==> config.mk <==
export PLATFORM = sky130hd
export DESIGN_NAME = scl_divider_top
export DESIGN_NICKNAME = d
export VERILOG_FILES = /design/src/rtl/scl_div_pkg.sv /design/src/rtl/scl_rate_regs.sv /design/src/rtl/scl_phase_calc.sv /design/src/rtl/scl_phase_fsm.sv /design/src/rtl/scl_divider_top.sv
export SDC_FILE = /design/constraint.sdc
export NUM_CORES = 1
export LEC_CHECK = 0
export ABC_AREA = 1
export CAP_MARGIN = 25
export CORE_ASPECT_RATIO = 1.5
export CORE_MARGIN = 5
export CORE_UTILIZATION = 66
export CTS_CLUSTER_SIZE = 12
export DETAILED_ROUTE_END_ITERATION = 7
export PLACE_DENSITY = 0.87
export RECOVER_POWER = 50
export SETUP_SLACK_MARGIN = 0.4
export SLEW_MARGIN = 20
export SYNTH_ARGS = -nofsm -noshare
export SYNTH_HDL_FRONTEND = slang
export SYNTH_SLANG_ARGS = --single-unit
==> constraint.sdc <==
create_clock -name clk -period 6 [get_ports clk]
set_input_delay 0.9 -clock clk [delete_from_list [all_inputs] [get_ports clk]]
set_output_delay 0.9 -clock clk [all_outputs]
set_load 0.01 [all_outputs]
==> src/rtl/scl_div_pkg.sv <==
package scl_div_pkg;

    localparam int REG_W    = 8;
    localparam int LO_W     = 7;
    localparam int HI_W     = 5;
    localparam int DIV_W    = LO_W + HI_W;
    localparam int CNT_W    = DIV_W + 2;
    localparam int BAND_W   = 3;
    localparam int MIN_DIV  = 2;
    localparam int STD_LOW_OVH  = 4;
    localparam int FAST_LOW_OVH = 6;
    localparam int HIGH_OVH     = 3;
    localparam logic [BAND_W-1:0] BAND_RST = 3'b010;

    typedef enum logic [1:0] {
        SEL_RATE     = 2'd0,
        SEL_RATE_EXT = 2'd1,
        SEL_BAND     = 2'd2,
        SEL_NONE     = 2'd3
    } reg_sel_e;

    typedef enum logic [1:0] {
        PH_IDLE = 2'd0,
        PH_LOW  = 2'd1,
        PH_HIGH = 2'd2
    } phase_e;

    typedef struct packed {
        logic             fast;
        logic [DIV_W-1:0] div;
    } rate_cfg_t;

    typedef struct packed {
        logic [CNT_W-1:0] low_len;
        logic [CNT_W-1:0] high_len;
        logic             legal;
    } phase_len_t;

    function automatic logic [CNT_W-1:0] low_len_f(rate_cfg_t c);
        logic [CNT_W-1:0] d;
        d = {2'b00, c.div};
        if (c.fast)
            return (d << 1) + CNT_W'(FAST_LOW_OVH);
        else
            return d + CNT_W'(STD_LOW_OVH);
    endfunction

    function automatic logic [CNT_W-1:0] high_len_f(rate_cfg_t c);
        return {2'b00, c.div} + CNT_W'(HIGH_OVH);
    endfunction

endpackage

==> src/rtl/scl_rate_regs.sv <==
module scl_rate_regs
    import scl_div_pkg::*;
(
    input  logic              clk,
    input  logic              rst,
    input  logic              wr_en,
    input  logic [1:0]        wr_sel,
    input  logic [REG_W-1:0]  wr_data,
    output rate_cfg_t         cfg,
    output logic [BAND_W-1:0] band
);
    logic [REG_W-1:0]  rate_q;
    logic [HI_W-1:0]   ext_q;
    logic [BAND_W-1:0] band_q;
    reg_sel_e          sel;

    assign sel = reg_sel_e'(wr_sel);

    always_ff @(posedge clk) begin
        if (rst) begin
            rate_q <= '0;
            ext_q  <= '0;
            band_q <= BAND_RST;
        end else if (wr_en) begin
            case (sel)
                SEL_RATE:     rate_q <= wr_data;
                SEL_RATE_EXT: ext_q  <= wr_data[HI_W-1:0];
                SEL_BAND:     band_q <= wr_data[REG_W-1 -: BAND_W];
                default:      ;
            endcase
        end
    end

    assign cfg.fast = rate_q[REG_W-1];
    assign cfg.div  = {ext_q, rate_q[LO_W-1:0]};
    assign band     = band_q;
endmodule

==> src/rtl/scl_phase_calc.sv <==
module scl_phase_calc
    import scl_div_pkg::*;
(
    input  rate_cfg_t  cfg,
    output phase_len_t lens
);
    always_comb begin
        lens.low_len  = low_len_f(cfg);
        lens.high_len = high_len_f(cfg);
        lens.legal    = (cfg.div >= DIV_W'(MIN_DIV));
    end
endmodule

==> src/rtl/scl_phase_fsm.sv <==
module scl_phase_fsm
    import scl_div_pkg::*;
(
    input  logic       clk,
    input  logic       rst,
    input  logic       enable,
    input  logic       scl_in,
    input  phase_len_t lens,
    output logic       drive_low,
    output logic       change_stb,
    output logic       sample_stb,
    output phase_e     phase
);
    phase_e           state_q;
    logic [CNT_W-1:0] cnt_q;
    logic [CNT_W-1:0] hi_len_q;
    logic [CNT_W-1:0] hi_mid;
    logic             fell_q;
    logic             chg_q;

    assign hi_mid = (hi_len_q - CNT_W'(1)) >> 1;

    always_ff @(posedge clk) begin
        if (rst) begin
            state_q  <= PH_IDLE;
            cnt_q    <= '0;
            hi_len_q <= '0;
            fell_q   <= 1'b0;
            chg_q    <= 1'b0;
        end else begin
            fell_q <= 1'b0;
            chg_q  <= fell_q && enable;
            case (state_q)
                PH_IDLE: begin
                    if (enable && lens.legal) begin
                        state_q  <= PH_LOW;
                        cnt_q    <= lens.low_len - CNT_W'(1);
                        hi_len_q <= lens.high_len;
                        fell_q   <= 1'b1;
                    end
                end
                PH_LOW: begin
                    if (!enable) begin
                        state_q <= PH_IDLE;
                    end else if (cnt_q == '0) begin
                        state_q <= PH_HIGH;
                        cnt_q   <= hi_len_q - CNT_W'(1);
                    end else begin
                        cnt_q <= cnt_q - CNT_W'(1);
                    end
                end
                PH_HIGH: begin
                    if (!enable) begin
                        state_q <= PH_IDLE;
                    end else if (scl_in) begin
                        if (cnt_q != '0) begin
                            cnt_q <= cnt_q - CNT_W'(1);
                        end else if (lens.legal) begin
                            state_q  <= PH_LOW;
                            cnt_q    <= lens.low_len - CNT_W'(1);
                            hi_len_q <= lens.high_len;
                            fell_q   <= 1'b1;
                        end else begin
                            state_q <= PH_IDLE;
                        end
                    end
                end
                default: state_q <= PH_IDLE;
            endcase
        end
    end

    assign drive_low  = (state_q == PH_LOW);
    assign change_stb = chg_q;
    assign sample_stb = (state_q == PH_HIGH) && (cnt_q == hi_mid) && scl_in;
    assign phase      = state_q;
endmodule

==> src/rtl/scl_divider_top.sv <==
module scl_divider_top
    import scl_div_pkg::*;
(
    input  logic              clk,
    input  logic              rst,
    input  logic              enable,
    input  logic              wr_en,
    input  logic [1:0]        wr_sel,
    input  logic [REG_W-1:0]  wr_data,
    input  logic              scl_in,
    output logic              scl_drive_low,
    output logic              sda_change_stb,
    output logic              sda_sample_stb,
    output logic [BAND_W-1:0] clk_band
);
    rate_cfg_t        rate_cfg;
    phase_len_t       lens;
    phase_e           phase;
    logic [DIV_W-1:0] live_div;

    scl_rate_regs i_regs (
        .clk     (clk),
        .rst     (rst),
        .wr_en   (wr_en),
        .wr_sel  (wr_sel),
        .wr_data (wr_data),
        .cfg     (rate_cfg),
        .band    (clk_band)
    );

    scl_phase_calc i_calc (
        .cfg  (rate_cfg),
        .lens (lens)
    );

    scl_phase_fsm i_fsm (
        .clk        (clk),
        .rst        (rst),
        .enable     (enable),
        .scl_in     (scl_in),
        .lens       (lens),
        .drive_low  (scl_drive_low),
        .change_stb (sda_change_stb),
        .sample_stb (sda_sample_stb),
        .phase      (phase)
    );

    assign live_div = rate_cfg.div;
endmodule

==> results.ini, run 1 <==
[grt]
grt-ovfl-total=0
antenna_found_initial=0
grt_pass1_wl_um=17310
grt_max_degree=38
grt_usage=0.2927
grt_pass1_vias=3925

[synth]
synthTopCellsByArea=dfxtp_1 25%, nand2_1 12%, o21ai_0 8.9%
synth_area_um2=3817
synth_area_leader_cell=dfxtp_1
synthesis.area_per_instance_um2=6.279
synth_edf_count=0
seq_area_frac_synth=0.2465
synthFlopType=dfxtp_1
postSynth.asyncResetShare=0
yosysTopAreaCellShare=0.2465
ys_ff_latch=47
synth_nets=635
yosysWarningCount=0
synth.distinct_cells=41
syn_inst=608

[die]
die_h_um=103.1
rows=34
start_util=0.6697
pin_count=21
die_w_um=72.10
floorplan.die_area_um2=7436
core-area_um2=5700

[route]
first_iter_violations=353
drc=0
dr.pass1.iters=5
ant_nets=0
routedWlPerCell_um=15.04
routed-via-count=4087
totalWireLength_um=10400
vias_per_cell=5.915

[setup_path]
crit_path_start=scl_in
worstPathRequired_ps=5100
setup.worst_path.end=sda_sample_stb
reg2regPathDepth=9
cp.arrival_ps=3180
timing.rr.start=i_fsm.cnt_q[0]$_SDFFE_PP0P_
worstReg2RegEnd=i_fsm.hi_len_q[8]$_SDFFE_PP0P_
cp-end-kind=output pin
start_kind=input port
path_max_fanout=4
worstSetupPathType=input port to output pin
reg2reg_slack_ps=2330

[hold_path]
hold_class=flop to flop
worstHoldStart=i_fsm.fell_q$_SDFF_PP0_

[clocking]
cts_tree=done
cts_setup_buffers=0
cts_buffer_depth=2
cts-root-buf=clkbuf_8
cts_buffers=5
clk_pin_slew_ps=100
cts_hold_buf=0
clock_latency_ps=310
cts_resized=0
cts-htree-levels=2
cts.sinks=47

[timing]
tightest_slew_ps=1015
fmax_ghz=0.2454
drv_slew=0
slew-limit-headroom=0.3227
rsz0062_at_grt=false
period_share=0.6792
finalSetupViolCount=0
skew_ps=14.17
min_period_ps=4075
fin_tns_setup_ps=0
hold_viol=0

[cells_and_area]
diodes=0
layout-drive-gt1-share=0.06139
design_area_um2=4104
area_growth_pct=7.506
nFillCells=526
fin_nets=646

[run_status]
status=finished, final reports clean

[power_and_ir_drop]
p_leak_uw=0.001686
irDropWorstVdd_v=0.0001916
powerDensity_nw_per_um2=436.6

[place]
routabilityCongestion=0.9972
io_buffers=20
dpl.hpwl_um=7973
post_dp_cell_area_um2=4038

[run]
maxCapViolCount=0

## final cells by class
class	instances	area, µm²	share of cell area
clock inverters	1	5.005	0.001220
inverters	71	269.0	0.06555
clock buffers	6	82.58	0.02012
well taps	72	90.09	0.02195
multi-input cells	474	2516	0.6131
repair buffers	20	200.2	0.04878
flip-flops and latches	47	940.9	0.2293
## logic make-up (layout without fill, tap and decap cells)
logic type	count (synthesis)	after routing	synth area share
XOR/XNOR	33	33	0.07571
AO/OA/AOI/OAI	148	148	0.2121
flip-flops	47	47	0.2465
AND/OR/NAND/NOR	281	281	0.3376
buffers and inverters	87	98	0.08882
adder cells (fa/ha/maj)	12	12	0.03933
## through the flow
stage	hold WS, ps	power (µW)	setup WS [ps]	instances	util
global route	490.0	1936	1797	691	0.7199
CTS	451.5	1780	1945	691	0.7237
floorplan	402.0	1327	3141	608	-
detailed placement	424.3	1575	1954	684	0.7083
finish	444.5	1792	1925	691	0.7199
global placement	420.8	1553	1973	684	0.7083
## metal layers
metal  share of wire  vias to the layer above  wire, µm  track usage
li1                -                     2045         -            -
met1            0.38                     1843      3921       0.2991
met2            0.53                      155      5464       0.5537
met3           0.047                       44       489      0.04098
met4           0.050                        0       520       0.1737
met5               0                        -         0            0
## sequential cells by signal, summed over array words and instances, names as in the netlist
| name | cells |
|---|---|
| i_fsm.cnt_q | 14 |
| i_fsm.hi_len_q | 13 |
| i_regs.rate_q | 8 |
| i_regs.ext_q | 5 |
| i_regs.band | 3 |
| i_fsm.phase | 2 |
| i_fsm.change_stb | 1 |
| i_fsm.fell_q | 1 |
## cells in the final DEF (no fill, tap or decap)
cell,instances
nor3b_1,1
a21oi_1,58
o21bai_1,1
or2_2,2
nor3_1,12
clkinv_1,1
o211ai_1,3
clkbuf_8,6
inv_2,5
inv_1,64
o311ai_0,1
nor2_1,58
nand3b_1,1
nand4_1,14
a211oi_1,3
nor2_2,5
clkdlybuf4s50_1,14
o21ai_4,1
o21bai_2,1
o21ai_2,1
dlygate4sd3_1,6
ha_1,12
nand3_2,3
a31oi_1,4
a21oi_2,2
o22ai_1,1
nand2_2,4
inv_4,1
clkinv_2,1
nand2_1,125
nor2_4,6
nand3_1,49
dfxtp_1,47
o221ai_1,1
nor4_1,1
o2111ai_1,1
o21ai_0,68
xnor2_1,7
xor2_1,26
a21o_1,2
## synthesized netlist by cell type (2+ instances only)
library cell,number
a211oi_1,3
a21o_1,2
a21oi_1,58
a21oi_2,2
a31oi_1,4
buf_2,5
clkbuf_1,10
dfxtp_1,47
ha_1,12
inv_1,64
inv_2,5
nand2_1,125
nand2_2,4
nand3_1,49
nand3_2,3
nand4_1,12
nor2_1,58
nor2_2,5
nor2_4,6
nor3_1,12
o211ai_1,3
o21ai_0,68
or2_2,2
xnor2_1,7
xor2_1,26
## how the worst min path moves through the flow
stage | to | slack [ps] | cells past startpoint
floorplan | i_fsm.change_stb$_SDFF_PP0_ | 400 | 2
global placement | i_fsm.change_stb$_SDFF_PP0_ | 420 | 2
detailed placement | i_fsm.change_stb$_SDFF_PP0_ | 420 | 2
CTS | i_fsm.change_stb$_SDFF_PP0_ | 450 | 2
global route | i_fsm.change_stb$_SDFF_PP0_ | 490 | 2
finish | i_fsm.change_stb$_SDFF_PP0_ | 440 | 2
## where the power goes
group / switching (µW) / leakage [µW] / internal (µW)
logic: 754 / 0.00125 / 369
clock network: 112 / 0.0000470 / 90.8
registers: 75.8 / 0.000386 / 389
## critical path, cell delays in order
cell and delay [ps]:
clkdlybuf4s50_1 530, nand2_1 70, a21oi_1 130, o211ai_1 100, a21oi_1 130, o221ai_1 120, nor2_1 110, nand3_1 110
nor3_1 180, nand3_1 100, nor3_1 150, clkdlybuf4s50_1 560
No activity file was read; power rests on OpenSTA's default activity.
==> run 2: changes to the inputs <==
--- a/config.mk
+++ b/config.mk
@@ -9,10 +9,10 @@
 export CAP_MARGIN = 25
 export CORE_ASPECT_RATIO = 1.5
 export CORE_MARGIN = 5
-export CORE_UTILIZATION = 66
+export CORE_UTILIZATION = 61
 export CTS_CLUSTER_SIZE = 12
 export DETAILED_ROUTE_END_ITERATION = 7
-export PLACE_DENSITY = 0.87
+export PLACE_DENSITY = 0.81
 export RECOVER_POWER = 50
 export SETUP_SLACK_MARGIN = 0.4
 export SLEW_MARGIN = 20
==> constraint.sdc (replaced) <==
create_clock -name clk -period 4.05 [get_ports clk]
set_input_delay 0.6075 -clock clk [delete_from_list [all_inputs] [get_ports clk]]
set_output_delay 0.6075 -clock clk [all_outputs]
set_load 0.01 [all_outputs]
==> run 2 against run 1 <==
Final area increased by 1.3%. Sequential cell count is the same. Sequential power increased by 48%. First-iteration DRC count fell by 10%. Non-clock buffer count rose by 2. Die area is 7.2% higher. Wire length increased by 2.1%. Largest cell class unchanged. Setup slack lost 970 ps.
==> results.ini, run 2 (synthesis gave the netlist of run 1 again) <==
[run_status]
status=finished, final reports clean

[setup_path]
start_kind=input port
cpPeakStageDelay_ps=540
worstPathRequired_ps=3440
crit_chain=clkdlybuf4s50_1 > nand2_1 > a21oi_1 > o211ai_1 > a21oi_1 > o221ai_1 > nor2_1 > nand3_1 > nor3_1 > nand3_1 > nor3_1 > dlymetal6s2s_1
critical_path.top_delay_family=buffers and inverters
reg2reg_slack_ps=970
worstSetupPathType=input port to output pin
cp.arrival_ps=2490
timing.critical_path.buf_inv=2
cp-end-kind=output pin
path_max_fanout=4
cpMaxStageDelayCell=clkdlybuf4s50_1
reg2regPathDepth=9
timing.rr.start=i_fsm.cnt_q[0]$_SDFFE_PP0P_
worstReg2RegEnd=i_fsm.hi_len_q[2]$_SDFFE_PP0P_

[cells_and_area]
diodes=0
final_cell_mix=125 x nand2_1, 68 x o21ai_0, 64 x inv_1, 58 x a21oi_1, 57 x nor2_1
area_growth_pct=8.882
layout-drive-gt1-share=0.06913
top_regs=i_fsm.cnt_q x14, i_fsm.hi_len_q x13, i_regs.rate_q x8
top_register=i_fsm.cnt_q
layout_commonest_cell=nand2_1
largest_register_ffs=14
fin_nets=648
layout.cells.non_filler=696

[hold_path]
holdPathEnd=i_fsm.change_stb$_SDFF_PP0_
hold_class=flop to flop
worstHoldStart=i_fsm.fell_q$_SDFF_PP0_
min_delay_path_depth=2

[timing]
drv_slew=0
fin_tns_setup_ps=0
period_share=0.7653
setup_ws_ps=950.7
finalSetupViolCount=0
slew-limit-headroom=0.1552
fmax_ghz=0.3227
skew_ps=7.566
min_period_ps=3099
hold_viol=0
rsz0062_at_grt=false
tightest_slew_ps=1267

[clocking]
cts_buffers=5
cts.sinks=47
cts_buffer_depth=2
cts-root-buf=clkbuf_8
clk_pin_slew_ps=90
cts_tree=done
clock_latency_ps=300
cts-htree-levels=2
cts_setup_buffers=0
cts_resized=0
cts_hold_buf=0

[power_and_ir_drop]
p_leak_uw=0.001716
sw_frac_of_total=0.5290
combPwrFrac=0.638
pwr-share-seq=0.256
irDropWorstVdd_v=0.0002353
powerDensity_nw_per_um2=647.7
clock_power_share=0.106
p_int_uw=1268
p_sw_uw=1424

[grt]
grt_pass1_wl_um=17290
grt-ovfl-total=0
antenna_found_initial=0
grt_max_degree=38
grt_usage=0.2751
grt_pass1_vias=4009

[route]
routedWlPerCell_um=15.25
vias_per_cell=5.884
routed-via-count=4095
first_iter_violations=317
drc=0
dr.pass1.iters=7
ant_nets=0
totalWireLength_um=10620

[run]
maxCapViolCount=0

[place]
dp.cells=687
io_buffers=20
pre_cts_ws_ps=569.6
routabilityCongestion=0.9851
dpl.hpwl_um=8166

[die]
pin_count=21
start_util=0.6227
floorplan.die_area_um2=7973
core-area_um2=6131
die_w_um=74.59
die_h_um=106.9
rows=35

## run 2: layout make-up
type                       count  area, µm²
timing repair buffer          22      214.0
fill                         575       1974
multi-input combinational    474       2559
clock buffer                   7      76.32
inverter                      71      269.0
sequential                    47      940.9
clock inverter                 1      5.005
tap                           74      92.59
## run 2: per-layer routing
layer / up-vias / wire length [µm] / track usage
met5: - / 0 / 0
met4: 0 / 712 / 0.1934
met3: 61 / 547 / 0.04221
met2: 163 / 5488 / 0.4969
met1: 1825 / 3867 / 0.2735
li1: 2046 / - / -
## run 2: per-stage QoR
stage | power, µW | hold WS (ps) | cell area [µm²] | utilization
after floorplan | 1966 | 402.0 | 3817 | -
after detailed placement | 2349 | 428.7 | 4048 | 0.6602
after CTS | 2644 | 443.4 | 4129 | 0.6735
after global placement | 2310 | 418.3 | 4048 | 0.6602
final | 2692 | 442.0 | 4156 | 0.6780
after global routing | 2938 | 473.6 | 4156 | 0.6780
## run 2: power by group through the flow
| stage | logic (µW) | registers [µW] | clock network (µW) |
|---|---|---|---|
| global route | 1920 | 702 | 317 |
| CTS | 1670 | 684 | 292 |
| finish | 1720 | 689 | 285 |
| global placement | 1620 | 691 | 0 |
| floorplan | 1300 | 665 | 0 |
| detailed placement | 1660 | 693 | 0 |
## run 2: worst reg2reg max path: cells and delay by family (launching register included)
| kind | cells | cell delay [ps] |
|---|---|---|
| buffers and inverters | 1 | 110 |
| adders and majority gates | 1 | 220 |
| and+or+nand+nor | 6 | 2190 |
| AOI/OAI and AO/OA | 1 | 120 |
| DFF | 1 | 360 |
## run 2: worst max-delay path by stage
stage	cells past startpoint	slack [ps]	start	end
floorplan	13	1580	i_fsm.phase[0]$_SDFFE_PP0P_	sda_sample_stb
global placement	12	610	scl_in	sda_sample_stb
detailed placement	12	570	scl_in	sda_sample_stb
CTS	11	560	i_fsm.hi_len_q[0]$_SDFFE_PP0P_	sda_sample_stb
global route	12	750	scl_in	sda_sample_stb
finish	12	950	scl_in	sda_sample_stb
==> run 3: changes to the inputs <==
==> constraint.sdc (replaced) <==
create_clock -name clk -period 2.9 [get_ports clk]
set_input_delay 0.435 -clock clk [delete_from_list [all_inputs] [get_ports clk]]
set_output_delay 0.435 -clock clk [all_outputs]
set_load 0.01 [all_outputs]
==> run 3 against run 2 <==
Final cell count is 2.7% higher. Sequential power up 41%. Largest power group unchanged. Global-route usage up 1.1 points. Highest routed layer unchanged.
==> results.ini, run 3 (synthesis gave the netlist of run 1 again) <==
[timing]
rsz0062_at_grt=true
skew_ps=9.473
drv_slew=0
slew-limit-headroom=0.06657
tightest_slew_ps=1400
period_share=0.9358
finalSetupViolCount=0
min_period_ps=2714
fin_tns_setup_ps=0
hold_viol=0
fmax_ghz=0.3685
fin_hold_ws_ps=428.5

[clocking]
cts_hold_buf=0
cts-htree-levels=2
cts_buffer_depth=2
clk_pin_slew_ps=100
cts.sinks=47
clock_latency_ps=310
cts_tree=done
cts_buffers=5
cts-root-buf=clkbuf_8

[route]
first_iter_violations=538
routedWlPerCell_um=15.66
routed-via-count=4249
drc=0
totalWireLength_um=11200
dr.pass1.iters=5
vias_per_cell=5.943
ant_nets=0

[cells_and_area]
final_cell_mix=123 x nand2_1, 67 x o21ai_0, 60 x inv_1, 57 x a21oi_1, 54 x nor2_1
nFillCells=530
area_growth_pct=15.21
top_register=i_fsm.cnt_q
largest_register_ffs=14
top_regs=i_fsm.cnt_q x14, i_fsm.hi_len_q x13, i_regs.rate_q x8
fin_nets=668
layout_commonest_cell=nand2_1
layout-drive-gt1-share=0.1342
diodes=0

[power_and_ir_drop]
irDropWorstVdd_v=0.0004422
p_leak_uw=0.001815
powerDensity_nw_per_um2=963.4

[setup_path]
reg2regPathDepth=9
worstSetupPathType=flop to flop
start_kind=flop
cp.arrival_ps=2880
cp-end-kind=flop
path_max_fanout=13
worstPathRequired_ps=3070

[die]
floorplan.die_area_um2=7973
pin_count=21
rows=35
die_w_um=74.59
core-area_um2=6131
die_h_um=106.9
start_util=0.6227

[place]
io_buffers=20
routabilityCongestion=0.9830
dpl.hpwl_um=8201

[grt]
antenna_found_initial=0
grt_pass1_vias=4029
grt_usage=0.2863
grt_max_degree=35
grt-ovfl-total=0
grt_pass1_wl_um=17930

[hold_path]
min_delay_path_depth=2
hold_class=flop to flop

[run_status]
status=finished, final reports clean

[run]
maxCapViolCount=0

[run 3: cell count changes in the layout (fill, tap and decap cells not counted), moves of 3 or more]
cell     change
buf_4       +18
nor2_1       -3
nor3_1       -3
nor2_2       +4
nor3_2       +3
inv_1        -4
inv_2        +4
dfxtp_2      +4
dfxtp_1      -5
[run 3: final timing paths]
kind	start	endpoint	slack, ps
setup / recovery	i_fsm.cnt_q[0]$_SDFFE_PP0P_	i_fsm.hi_len_q[7]$_SDFFE_PP0P_	190
hold / removal	i_fsm.fell_q$_SDFF_PP0_	i_fsm.change_stb$_SDFF_PP0_	430
hold reg to reg	i_fsm.fell_q$_SDFF_PP0_	i_fsm.change_stb$_SDFF_PP0_	430
setup reg to reg	i_fsm.cnt_q[0]$_SDFFE_PP0P_	i_fsm.hi_len_q[7]$_SDFFE_PP0P_	190
[run 3: through the flow]
stage / std cells / util / power (µW) / worst slack [ps] / area (µm²)
after detailed placement: 699 / 0.6749 / 3371 / -200.6 / 4138
final: 715 / 0.7173 / 4237 / 186.3 / 4398
after CTS: 712 / 0.7092 / 4083 / 200.3 / 4348
after floorplan: 608 / - / 2746 / 605.1 / 3817
after global routing: 715 / 0.7173 / 4562 / 38.32 / 4398
after global placement: 699 / 0.6749 / 3320 / -197.2 / 4138
[run 3: cell type report]
type | count | area [µm²] | share of cell area
timing repair buffer | 41 | 345.3 | 0.07852
clock buffer | 5 | 68.82 | 0.01565
sequential | 47 | 949.7 | 0.2159
clock inverter | 2 | 37.54 | 0.008535
inverter | 71 | 269.0 | 0.06117
multi-input combinational | 475 | 2635 | 0.5991
tap | 74 | 92.59 | 0.02105
[run 3: critical path, stage by stage, from the launching register on]
cell	delay, ps
dfxtp_1	370
inv_1	110
ha_1	230
nand3_1	210
nor2_1	290
nand4_2	150
nand2_1	270
nand4_1	550
a21oi_1	310
a211oi_1	60
[run 3: timing repair]
item	in CTS	in global routing
gates resized for setup	18	18
endpoints found under the setup margin	1	18
buffers inserted	6	2
pin swaps	3	8
gates cloned	0	1
[run 3: power by group]
group,switching [µW],internal (µW),leakage (µW)
combinational,1750,1030,0.00138
clock,240,252,0.0000502
sequential,162,808,0.000389
total,2150,2090,0.00181
[run 3: per-layer routing]
metal | vias up | track usage | wire, µm
met5 | - | 0 | 0
met1 | 1893 | 0.2911 | 3918
li1 | 2094 | - | -
met3 | 52 | 0.04128 | 795
met4 | 0 | 0.1565 | 613
met2 | 210 | 0.5340 | 5873
